## src/rtl/dbt_pkg.sv

```systemverilog
package dbt_pkg;
  typedef enum logic [2:0] {
    OP_NOP = 3'd0,
    OP_ACT = 3'd1,
    OP_RD  = 3'd2,
    OP_WR  = 3'd3,
    OP_PRE = 3'd4,
    OP_REF = 3'd5,
    OP_SRE = 3'd6,
    OP_RSV = 3'd7
  } dbt_op_e;
endpackage

```

## src/rtl/dbt_down_timer.sv

```systemverilog
module dbt_down_timer #(
  parameter int W = 8
) (
  input  logic         clk,
  input  logic         rst_n,
  input  logic         load_i,
  input  logic [W-1:0] load_val_i,
  output logic         zero_o
);
  logic [W-1:0] cnt_q, cnt_d;
  logic         cnt_en;

  always_comb begin
    cnt_en = load_i || (cnt_q != '0);
    if (load_i) cnt_d = load_val_i;
    else        cnt_d = cnt_q - W'(1);
  end

  always_ff @(posedge clk or negedge rst_n) begin
    if (!rst_n)      cnt_q <= '0;
    else if (cnt_en) cnt_q <= cnt_d;
  end

  assign zero_o = (cnt_q == '0);

  p_load_value_r7: assert property (@(posedge clk) disable iff (!rst_n)
    load_i |=> cnt_q == $past(load_val_i));
  p_count_down_r7: assert property (@(posedge clk) disable iff (!rst_n)
    (!load_i && cnt_q != '0) |=> cnt_q == $past(cnt_q) - W'(1));
endmodule

```

## src/rtl/dbt_rule_check.sv

```systemverilog
module dbt_rule_check
  import dbt_pkg::*;
#(
  parameter int NUM_BANKS = 8,
  parameter int BA_W = 3
) (
  input  logic                 vld_i,
  input  dbt_op_e              op_i,
  input  logic [BA_W-1:0]      ba_i,
  input  logic                 a10_i,
  input  logic [NUM_BANKS-1:0] open_i,
  input  logic                 dev_idle_i,
  input  logic                 burst_idle_i,
  output logic                 err_det_o,
  output logic [NUM_BANKS-1:0] set_o,
  output logic [NUM_BANKS-1:0] clr_o,
  output logic                 ld_trp_o,
  output logic                 ld_burst_o
);
  logic [NUM_BANKS-1:0] sel;
  logic                 tgt_open;
  logic                 legal;

  for (genvar i = 0; i < NUM_BANKS; i++) begin : g_sel
    assign sel[i] = (ba_i == BA_W'(i));
  end

  assign tgt_open = |(open_i & sel);

  always_comb begin
    legal      = 1'b1;
    set_o      = '0;
    clr_o      = '0;
    ld_trp_o   = 1'b0;
    ld_burst_o = 1'b0;
    if (vld_i) begin
      case (op_i)
        OP_NOP: legal = 1'b1;
        OP_ACT: begin
          legal = !tgt_open;
          if (!tgt_open) set_o = sel;
        end
        OP_RD, OP_WR: begin
          legal      = tgt_open;
          ld_burst_o = tgt_open;
        end
        OP_PRE: begin
          clr_o    = a10_i ? {NUM_BANKS{1'b1}} : sel;
          ld_trp_o = 1'b1;
        end
        OP_REF:  legal = dev_idle_i;
        OP_SRE:  legal = dev_idle_i && burst_idle_i;
        default: legal = 1'b0;
      endcase
    end
  end

  assign err_det_o = vld_i && !legal;
endmodule

```

## src/rtl/dbt_bank_array.sv

```systemverilog
module dbt_bank_array #(
  parameter int NUM_BANKS = 8
) (
  input  logic                 clk,
  input  logic                 rst_n,
  input  logic [NUM_BANKS-1:0] set_i,
  input  logic [NUM_BANKS-1:0] clr_i,
  output logic [NUM_BANKS-1:0] open_o
);
  for (genvar i = 0; i < NUM_BANKS; i++) begin : g_bank
    logic open_q, open_d, open_en;

    always_comb begin
      open_en = set_i[i] || clr_i[i];
      open_d  = set_i[i] && !clr_i[i];
    end

    always_ff @(posedge clk or negedge rst_n) begin
      if (!rst_n)       open_q <= 1'b0;
      else if (open_en) open_q <= open_d;
    end

    assign open_o[i] = open_q;

    p_mask_excl_r5: assert property (@(posedge clk) disable iff (!rst_n)
      !(set_i[i] && clr_i[i]));
  end
endmodule

```

## src/rtl/dram_bank_tracker.sv

```systemverilog
module dram_bank_tracker
  import dbt_pkg::*;
#(
  parameter int NUM_BANKS = 8,
  parameter int TRP_W     = 8,
  parameter int BURST_CYC = 4,
  localparam int BA_W     = $clog2(NUM_BANKS),
  localparam int BST_W    = $clog2(BURST_CYC + 1)
) (
  input  logic                 clk,
  input  logic                 rst_n,
  input  logic                 cmd_vld,
  input  logic [2:0]           cmd_op,
  input  logic [BA_W-1:0]      cmd_ba,
  input  logic                 cmd_a10,
  input  logic [TRP_W-1:0]     cfg_trp,
  output logic [NUM_BANKS-1:0] bank_open_o,
  output logic                 all_idle_o,
  output logic                 err_o
);
  logic [1:0]           rst_sync_q;
  logic                 rst_i_n;
  dbt_op_e              op;
  logic [NUM_BANKS-1:0] set_m, clr_m;
  logic                 ld_trp, ld_burst, trp_zero, burst_zero;
  logic                 err_det, err_q;

  always_ff @(posedge clk or negedge rst_n) begin
    if (!rst_n) rst_sync_q <= 2'b00;
    else        rst_sync_q <= {rst_sync_q[0], 1'b1};
  end
  assign rst_i_n = rst_sync_q[1];

  assign op = dbt_op_e'(cmd_op);

  dbt_rule_check #(.NUM_BANKS(NUM_BANKS), .BA_W(BA_W)) u_rules (
    .vld_i       (cmd_vld),
    .op_i        (op),
    .ba_i        (cmd_ba),
    .a10_i       (cmd_a10),
    .open_i      (bank_open_o),
    .dev_idle_i  (all_idle_o),
    .burst_idle_i(burst_zero),
    .err_det_o   (err_det),
    .set_o       (set_m),
    .clr_o       (clr_m),
    .ld_trp_o    (ld_trp),
    .ld_burst_o  (ld_burst)
  );

  dbt_bank_array #(.NUM_BANKS(NUM_BANKS)) u_banks (
    .clk   (clk),
    .rst_n (rst_i_n),
    .set_i (set_m),
    .clr_i (clr_m),
    .open_o(bank_open_o)
  );

  dbt_down_timer #(.W(TRP_W)) u_trp (
    .clk       (clk),
    .rst_n     (rst_i_n),
    .load_i    (ld_trp),
    .load_val_i(cfg_trp),
    .zero_o    (trp_zero)
  );

  dbt_down_timer #(.W(BST_W)) u_burst (
    .clk       (clk),
    .rst_n     (rst_i_n),
    .load_i    (ld_burst),
    .load_val_i(BST_W'(BURST_CYC)),
    .zero_o    (burst_zero)
  );

  always_ff @(posedge clk or negedge rst_i_n) begin
    if (!rst_i_n) err_q <= 1'b0;
    else          err_q <= err_det;
  end

  assign err_o      = err_q;
  assign all_idle_o = (bank_open_o == '0) && trp_zero;

  p_act_opens_r2: assert property (@(posedge clk) disable iff (!rst_i_n)
    (cmd_vld && op == OP_ACT && !bank_open_o[cmd_ba]) |=> bank_open_o[$past(cmd_ba)] && !err_o);
  p_err_keeps_state_r3: assert property (@(posedge clk) disable iff (!rst_i_n)
    err_o |-> bank_open_o == $past(bank_open_o));
  p_rdwr_idle_r4: assert property (@(posedge clk) disable iff (!rst_i_n)
    (cmd_vld && (op == OP_RD || op == OP_WR) && !bank_open_o[cmd_ba]) |=> err_o);
  p_pre_all_r6: assert property (@(posedge clk) disable iff (!rst_i_n)
    (cmd_vld && op == OP_PRE && cmd_a10) |=> bank_open_o == '0);
  p_sre_burst_r8: assert property (@(posedge clk) disable iff (!rst_i_n)
    (cmd_vld && op == OP_SRE && !burst_zero) |=> err_o);
  p_ref_busy_r9: assert property (@(posedge clk) disable iff (!rst_i_n)
    (cmd_vld && op == OP_REF && !all_idle_o) |=> err_o);
  p_no_vld_r10: assert property (@(posedge clk) disable iff (!rst_i_n)
    !cmd_vld |=> ($stable(bank_open_o) && !err_o));
  p_reserved_r11: assert property (@(posedge clk) disable iff (!rst_i_n)
    (cmd_vld && op == OP_RSV) |=> err_o);
endmodule

```

## config.mk

```make
export PLATFORM = sky130hd
export DESIGN_NAME = dram_bank_tracker
export DESIGN_NICKNAME = d
export VERILOG_FILES = /design/src/rtl/dbt_pkg.sv /design/src/rtl/dbt_down_timer.sv /design/src/rtl/dbt_rule_check.sv /design/src/rtl/dbt_bank_array.sv /design/src/rtl/dram_bank_tracker.sv
export SDC_FILE = /design/constraint.sdc
export NUM_CORES = 1
export LEC_CHECK = 0
export CAP_MARGIN = 5
export CELL_PAD_IN_SITES_DETAIL_PLACEMENT = 0
export CELL_PAD_IN_SITES_GLOBAL_PLACEMENT = 1
export CORE_UTILIZATION = 40
export CTS_CLUSTER_SIZE = 16
export DETAILED_ROUTE_END_ITERATION = 10
export DONT_BUFFER_PORTS = 1
export PLACE_DENSITY = 0.8
export SLEW_MARGIN = 10
export SYNTH_ARGS = -nofsm -noshare
export SYNTH_HDL_FRONTEND = slang
export SYNTH_HIERARCHICAL = 1
export SYNTH_SLANG_ARGS = --single-unit
```

## constraint.sdc

```tcl
create_clock -name clk -period 5.71 [get_ports clk]
set_input_delay 0.2855 -clock clk [delete_from_list [all_inputs] [get_ports clk]]
set_output_delay 0.2855 -clock clk [all_outputs]
set_load 0.03 [all_outputs]
```

==> impl_metrics.json, run 1 <==
{
  "drcViolationCount": 0,
  "net_total_in_the_final_layout": 182,
  "kind_of_start_point_of_the_critical_path": "flip-flop",
  "portBuffers": 0,
  "cts.sink_count": 22,
  "io_pins": 28,
  "drt-vias-per-instance": 5.505,
  "finish.cell_count_without_fillers": 206,
  "max_slew.worst_pin.slew_ps": 797.9,
  "clk-insertion-delay-late_ps": 300,
  "cap_violations": 0,
  "worst-path-buf-inv": 1,
  "setup_clock_skew_after_layout_ps": 4.539,
  "cts.repair_timing.setup_buffer_count": 0,
  "timing.reg2reg.setup_slack_ps": 3020,
  "worst_path_largest_cell_delay_ps": 670,
  "final_layout_size_suffix_gt1_frac": 0.07500,
  "power.clock.fraction": 0.203,
  "placedCellCount": 201,
  "whs_path_depth": 2,
  "leakage_uw": 0.0006315,
  "syn2layout_area_growth_pct": 3.201,
  "vdd_ir_drop_max_v": 0.0001601,
  "synthesis.area_per_instance_um2": 8.713,
  "wl_per_cell_um": 13.55,
  "synth_enable_flop_cells": 0,
  "timing.hold.worst_endpoint": "u_trp/cnt_q[5]",
  "worst_path_max_delay_cell": "sky130_fd_sc_hd__or4b_2",
  "place_congestion": 0.8245,
  "pwr_density_cell_mw_per_mm2": 393.5,
  "fraction_of_the_yosys_area_taken_by_sequential_cells": 0.3806,
  "timing_hold_violations_final": 0,
  "synth_simple_gate_area_frac": 0.2604,
  "worst_path_dominant_cell_family": "simple AND/OR/NAND/NOR gates",
  "diodes": 0,
  "fin_crit_sh": 0.4991,
  "die_ar_mm2": 0.003860,
  "ff2ff_path_depth": 7,
  "final_antenna_net_count": 0,
  "outcome": "finished clean",
  "worst_ep_arrival_time_ps": 2560,
  "number_of_instances_in_the_synthesized_netlist": 166,
  "synthDominantCellAreaShare": 0.3806,
  "floorplan.initialDensity": 0.4267,
  "synth_flop_cell": "sky130_fd_sc_hd__dfrtp_1",
  "num_vias": 1134,
  "critPathKind": "reg2out",
  "multi_input_area_um2": 773.2,
  "comb_power_share": 0.322,
  "timing.final.setup_violations": 0,
  "slew_headroom": 0.4680,
  "first_global_vias": 1115,
  "synth_async_sr_flop_share": 1.000,
  "die_w_um": 62.13,
  "clkSlewWorstSetupHoldPaths_ps": 120,
  "tritoncts.num_buffers": 3,
  "crit_fanout": 6,
  "timing.critical_path.from": "u_trp/cnt_q[0]",
  "power.share.switching": 0.3606,
  "ys.warnings.count": 6,
  "critPathRequiredTime_ps": 5420,
  "postSynthRegisterBits": 22,
  "main_combinational_cell_family_by_area_after_synthesis": "simple AND/OR/NAND/NOR gates",
  "ys_top_cells_by_area": "sky130_fd_sc_hd__dfrtp_1 38%, sky130_fd_sc_hd__o21ba_1 5.5%, sky130_fd_sc_hd__nor2_1 5.2%",
  "grt_antenna_before_repair": 0,
  "final_period_minus_worst_setup_slack_ps": 2850,
  "cts-root-to-sink-buffers": 2,
  "fillerInstances": 326,
  "fp.coreArea_mm2": 0.003390,
  "post_detailed_placement_half_perimeter_wirelength_um": 2166,
  "global_route.usage.total": 0.1518,
  "fmax_ghz": 0.3509,
  "cts.htree.levels": 1,
  "layout_commonest_cell": "sky130_fd_sc_hd__dfrtp_1",
  "preCtsSetupSlack_ps": 3054,
  "final_max_slew_viol_count": 0,
  "clock_tree.root_cell": "sky130_fd_sc_hd__clkbuf_4",
  "pin_count_of_the_biggest_net_entering_global_routing": 21,
  "drtPass1Iterations": 4,
  "net_switching_power_uw": 211.8,
  "setup-tns-final_ps": 0,
  "hold_slack_ps": 93.83,
  "synthesized_area_mm2": 0.001446,
  "chipHeight_um": 62.13,
  "number_of_distinct_library_cells_after_synthesis": 44,
  "r2r-start": "u_trp/cnt_q[0]",
  "critical_path_cell_count": 5,
  "hold_class": "in2reg",
  "finalWirelength_um": 2791,
  "synthAdderAreaFrac": 0.02595,
  "yosys.area_share.xor_xnor": 0.01817,
  "hold_start": "cfg_trp[5]",
  "crit_chain": "inv_1 > ha_1 > or4b_2 > nor2_1 > and4b_1",
  "pwr-share-seq": 0.475,
  "muxShareOfSynthArea": 0.03114,
  "intPower_uw": 375.5,
  "sequential_cell_area_um2": 550.5,
  "critical_r2r_capture": "err_o",
  "synth-compound-area-share": 0.1886,
  "final_cell_mix": "22 x sky130_fd_sc_hd__dfrtp_1, 20 x sky130_fd_sc_hd__nor2_1, 13 x sky130_fd_sc_hd__inv_1",
  "first_iter_violations": 104,
  "fp-row-count": 21,
  "critical_path.endpoint_type": "output pin",
  "cts_tree": "yes",
  "rsz_0062_raised_after_global_routing": "no",
  "grt_first_pass_wirelength_um": 4726,
  "top_cell_type_by_total_area_after_synthesis": "sky130_fd_sc_hd__dfrtp_1",
  "grt.overflow.total": 0,
  "final.setup.worst_slack_ps": 2860
}
[synth_stat cells, types with 2 or more instances]
cell type / instances
sky130_fd_sc_hd__conb_1: 2
sky130_fd_sc_hd__mux2_2: 4
sky130_fd_sc_hd__or4_1: 3
sky130_fd_sc_hd__ha_1: 3
sky130_fd_sc_hd__nor2_1: 20
sky130_fd_sc_hd__o31ai_1: 5
sky130_fd_sc_hd__nor4b_1: 3
sky130_fd_sc_hd__inv_1: 13
sky130_fd_sc_hd__or3b_2: 2
sky130_fd_sc_hd__dfrtp_1: 22
sky130_fd_sc_hd__nor3_1: 6
sky130_fd_sc_hd__buf_4: 8
sky130_fd_sc_hd__o21ba_1: 8
sky130_fd_sc_hd__o21ai_0: 3
sky130_fd_sc_hd__a31oi_1: 3
sky130_fd_sc_hd__nand2b_1: 3
sky130_fd_sc_hd__a21oi_1: 12
sky130_fd_sc_hd__nand2_1: 10
sky130_fd_sc_hd__nor2b_1: 5
sky130_fd_sc_hd__nand3_1: 4
sky130_fd_sc_hd__xnor2_1: 3
sky130_fd_sc_hd__clkbuf_1: 2
[worst max-delay path by stage]
stage               slack, ps          to
floorplan                3360       err_o
global route             2720  all_idle_o
detailed placement       3050       err_o
finish                   2860  all_idle_o
CTS                      2860  all_idle_o
global placement         3160       err_o
[through the flow]
stage / instance area [um2] / power, uW / util
floorplan: 1454 / 443.6 / -
global placement: 1430 / 461.1 / 0.4219
detailed placement: 1430 / 472.5 / 0.4219
CTS: 1493 / 592.4 / 0.4404
global route: 1493 / 636.6 / 0.4404
finish: 1493 / 587.3 / 0.4404
[power by group through the flow]
| stage | sequential, uW | combinational (uW) | clock, uW |
|---|---|---|---|
| detailed placement | 281 | 191 | 0 |
| global placement | 278 | 183 | 0 |
| global route | 288 | 215 | 133 |
| CTS | 279 | 192 | 122 |
| finish | 279 | 189 | 119 |
| floorplan | 246 | 197 | 0 |
[registers in the layout, summed over array words and instances, names as in the netlist]
name,flops
rst_sync_q,2
u_banks/g_bank.open_q,8
u_trp/cnt_q,8
err_o,1
u_burst/cnt_q,3
[metal layers]
metal	track usage	vias up	part of all wire
li1	-	563	-
met2	0.2610	28	0.48
met5	0	-	0
met4	0.05233	0	0.0050
met1	0.1866	541	0.46
met3	0.03309	2	0.048
[final cells by class]
class | instances | share of cell area
inverter | 13 | 0.03269
sequential | 22 | 0.3688
timing repair buffer | 1 | 0.006706
clock inverter | 1 | 0.02012
clock buffer | 3 | 0.01509
multi-input combinational | 120 | 0.5180
tap | 46 | 0.03856
[cells by family after synthesis]
| logic type | after synthesis |
|---|---|
| multiplexers | 4 |
| AND/OR/NAND/NOR | 68 |
| XOR/XNOR | 3 |
| AO/OA/AOI/OAI | 38 |
| other | 2 |
| flip-flops | 22 |
| buffers and inverters | 26 |
| adder cells (fa/ha/maj) | 3 |
[timing repair]
action,4_1_cts,5_1_grt
gates resized for setup,0,0
endpoints found under the hold margin,2,0
hold buffers,1,0
Power figures use the tool's default switching activity.
==> inputs of run 2 (changes only) <==
--- a/config.mk
+++ b/config.mk
@@ -12,7 +12,7 @@
 export CTS_CLUSTER_SIZE = 16
 export DETAILED_ROUTE_END_ITERATION = 10
 export DONT_BUFFER_PORTS = 1
-export PLACE_DENSITY = 0.8
+export PLACE_DENSITY = 0.82
 export SLEW_MARGIN = 10
 export SYNTH_ARGS = -nofsm -noshare
 export SYNTH_HDL_FRONTEND = slang
==> constraint.sdc (replaced) <==
create_clock -name clk -period 2.6 [get_ports clk]
set_input_delay 0.13 -clock clk [delete_from_list [all_inputs] [get_ports clk]]
set_output_delay 0.13 -clock clk [all_outputs]
set_load 0.03 [all_outputs]
==> impl_metrics.json, run 2 (synthesis results as in run 1) <==
{
  "layout_commonest_cell": "sky130_fd_sc_hd__dfrtp_1",
  "cts.sink_count": 22,
  "worst_ep_arrival_time_ps": 2240,
  "final_max_slew_viol_count": 0,
  "outcome": "finished clean",
  "timing.reg2reg.setup_slack_ps": 410,
  "crit_chain": "inv_1 > ha_1 > or4b_4 > nor2_4 > and4b_1 > buf_4",
  "sequential_cell_area_um2": 550.5,
  "final_layout_size_suffix_gt1_frac": 0.08824,
  "grt.overflow.total": 0,
  "max_slew.worst_pin.slew_ps": 793.2,
  "cts_tree": "yes",
  "final_period_minus_worst_setup_slack_ps": 2366,
  "final_cell_mix": "22 x sky130_fd_sc_hd__dfrtp_1, 19 x sky130_fd_sc_hd__nor2_1, 13 x sky130_fd_sc_hd__inv_1",
  "place_congestion": 0.8426,
  "finish.cell_count_without_fillers": 216,
  "die_ar_mm2": 0.003860,
  "placedCellCount": 203,
  "leakage_uw": 0.0006694,
  "finalWirelength_um": 3086,
  "met2RoutedLength_um": 1593,
  "critical_path.endpoint_type": "output pin",
  "cap_violations": 0,
  "timing.critical_path.from": "u_trp/cnt_q[0]",
  "first_iter_violations": 147,
  "syn2layout_area_growth_pct": 9.429,
  "drcViolationCount": 0,
  "tritoncts.num_buffers": 3,
  "setup_clock_skew_after_layout_ps": 20.39,
  "fillerInstances": 322,
  "worst_path_max_delay_cell": "sky130_fd_sc_hd__or4b_4",
  "slew_headroom": 0.4712,
  "critical_r2r_capture": "u_burst/cnt_q[0]",
  "critical_path_cell_count": 6,
  "net_total_in_the_final_layout": 192,
  "first_global_vias": 1326,
  "timing.final.setup_violations": 0,
  "floorplan.initialDensity": 0.4267,
  "fp.coreArea_mm2": 0.003390,
  "global_route.usage.total": 0.1780,
  "diodes": 0,
  "worst-path-buf-inv": 2,
  "vdd_ir_drop_max_v": 0.0004228,
  "drt-vias-per-instance": 5.630,
  "timing_hold_violations_final": 0,
  "die_w_um": 62.13,
  "met3_wirelength_um": 230,
  "setup-tns-final_ps": 0,
  "wl_per_cell_um": 14.29,
  "worstSetupEndpoint": "all_idle_o",
  "cts.htree.levels": 1,
  "highest-signal-layer": "met4",
  "met1Wirelength_um": 1224,
  "post_detailed_placement_half_perimeter_wirelength_um": 2306,
  "num_vias": 1216,
  "whs_path_depth": 2,
  "top_registers": "u_banks/g_bank.open_q (8), u_trp/cnt_q (8), u_burst/cnt_q (3)",
  "pin_count_of_the_biggest_net_entering_global_routing": 21,
  "fmax_ghz": 0.4226,
  "fp-row-count": 21,
  "hold_class": "in2reg",
  "multi_input_area_um2": 784.5,
  "ff2ff_path_depth": 6,
  "worst_path_dominant_cell_family": "simple AND/OR/NAND/NOR gates",
  "grt_antenna_before_repair": 0,
  "grt_first_pass_wirelength_um": 5595,
  "portBuffers": 0,
  "clock_tree.root_cell": "sky130_fd_sc_hd__clkbuf_4",
  "final_antenna_net_count": 0,
  "chipHeight_um": 62.13,
  "r2r-start": "u_banks/g_bank[5].open_q",
  "worst_path_largest_cell_delay_ps": 540,
  "rsz_0062_raised_after_global_routing": "no",
  "crit_fanout": 6,
  "pwr_density_cell_mw_per_mm2": 798.4,
  "critPathRequiredTime_ps": 2470,
  "cts-root-to-sink-buffers": 2,
  "critPathKind": "reg2out",
  "drtPass1Iterations": 4,
  "clkSlewWorstSetupHoldPaths_ps": 130,
  "kind_of_start_point_of_the_critical_path": "flip-flop",
  "io_pins": 28,
  "clk-insertion-delay-late_ps": 310,
  "fin_crit_sh": 0.9101,
  "fin_util": 0.4670
}
==> run 2: metal layers <==
metal | track usage | vias up
met2 | 0.3214 | 45
met1 | 0.1935 | 585
met3 | 0.05147 | 4
met4 | 0.07267 | 0
li1 | - | 582
met5 | 0 | -
==> run 2: worst min-delay path by stage <==
| stage | from | endpoint | slack, ps |
|---|---|---|---|
| 6_report | cmd_ba[0] | u_banks/g_bank[0].open_q | 40 |
| 5_1_grt | cmd_ba[0] | u_banks/g_bank[0].open_q | 10 |
| 4_1_cts | cmd_ba[0] | u_banks/g_bank[0].open_q | 20 |
| 3_5_place_dp | rst_n | rst_sync_q[1] | -170 |
| 3_3_place_gp | rst_n | rst_sync_q[0] | -170 |
| 2_1_floorplan | rst_n | rst_sync_q[0] | -170 |
==> run 2: area by class of cell <==
| type | instances | share of cell area |
|---|---|---|
| inverter | 13 | 0.03083 |
| timing repair buffer | 11 | 0.06640 |
| sequential | 22 | 0.3478 |
| clock buffer | 4 | 0.02292 |
| multi-input combinational | 120 | 0.4957 |
| tap | 46 | 0.03636 |
==> run 2: per-stage QoR <==
stage,total power (uW),hold WS (ps),worst slack (ps),area [um2]
6_report,1264,36.74,233.6,1583
4_1_cts,1267,16.36,44.14,1579
3_3_place_gp,1017,-165.5,310.0,1445
5_1_grt,1374,9.663,123.6,1583
3_5_place_dp,1053,-165.5,173.0,1445
2_1_floorplan,974.2,-165.6,245.0,1454
==> run 2: power breakdown <==
group	total, uW	leakage (uW)	switching (uW)	internal, uW
Clock	188	0.0000210	102	85.5
Combinational	463	0.000374	227	235
Sequential	613	0.000274	162	451
Total	1260	0.000669	492	772
==> run 2: what timing repair did <==
action / in CTS / in global routing
setup buffers: 0 / 0
setup endpoints to repair: 1 / 1
endpoints found under the hold margin: 10 / 0
hold buffers: 9 / 0
cloned: 0 / 0
gates resized for setup: 2 / 1
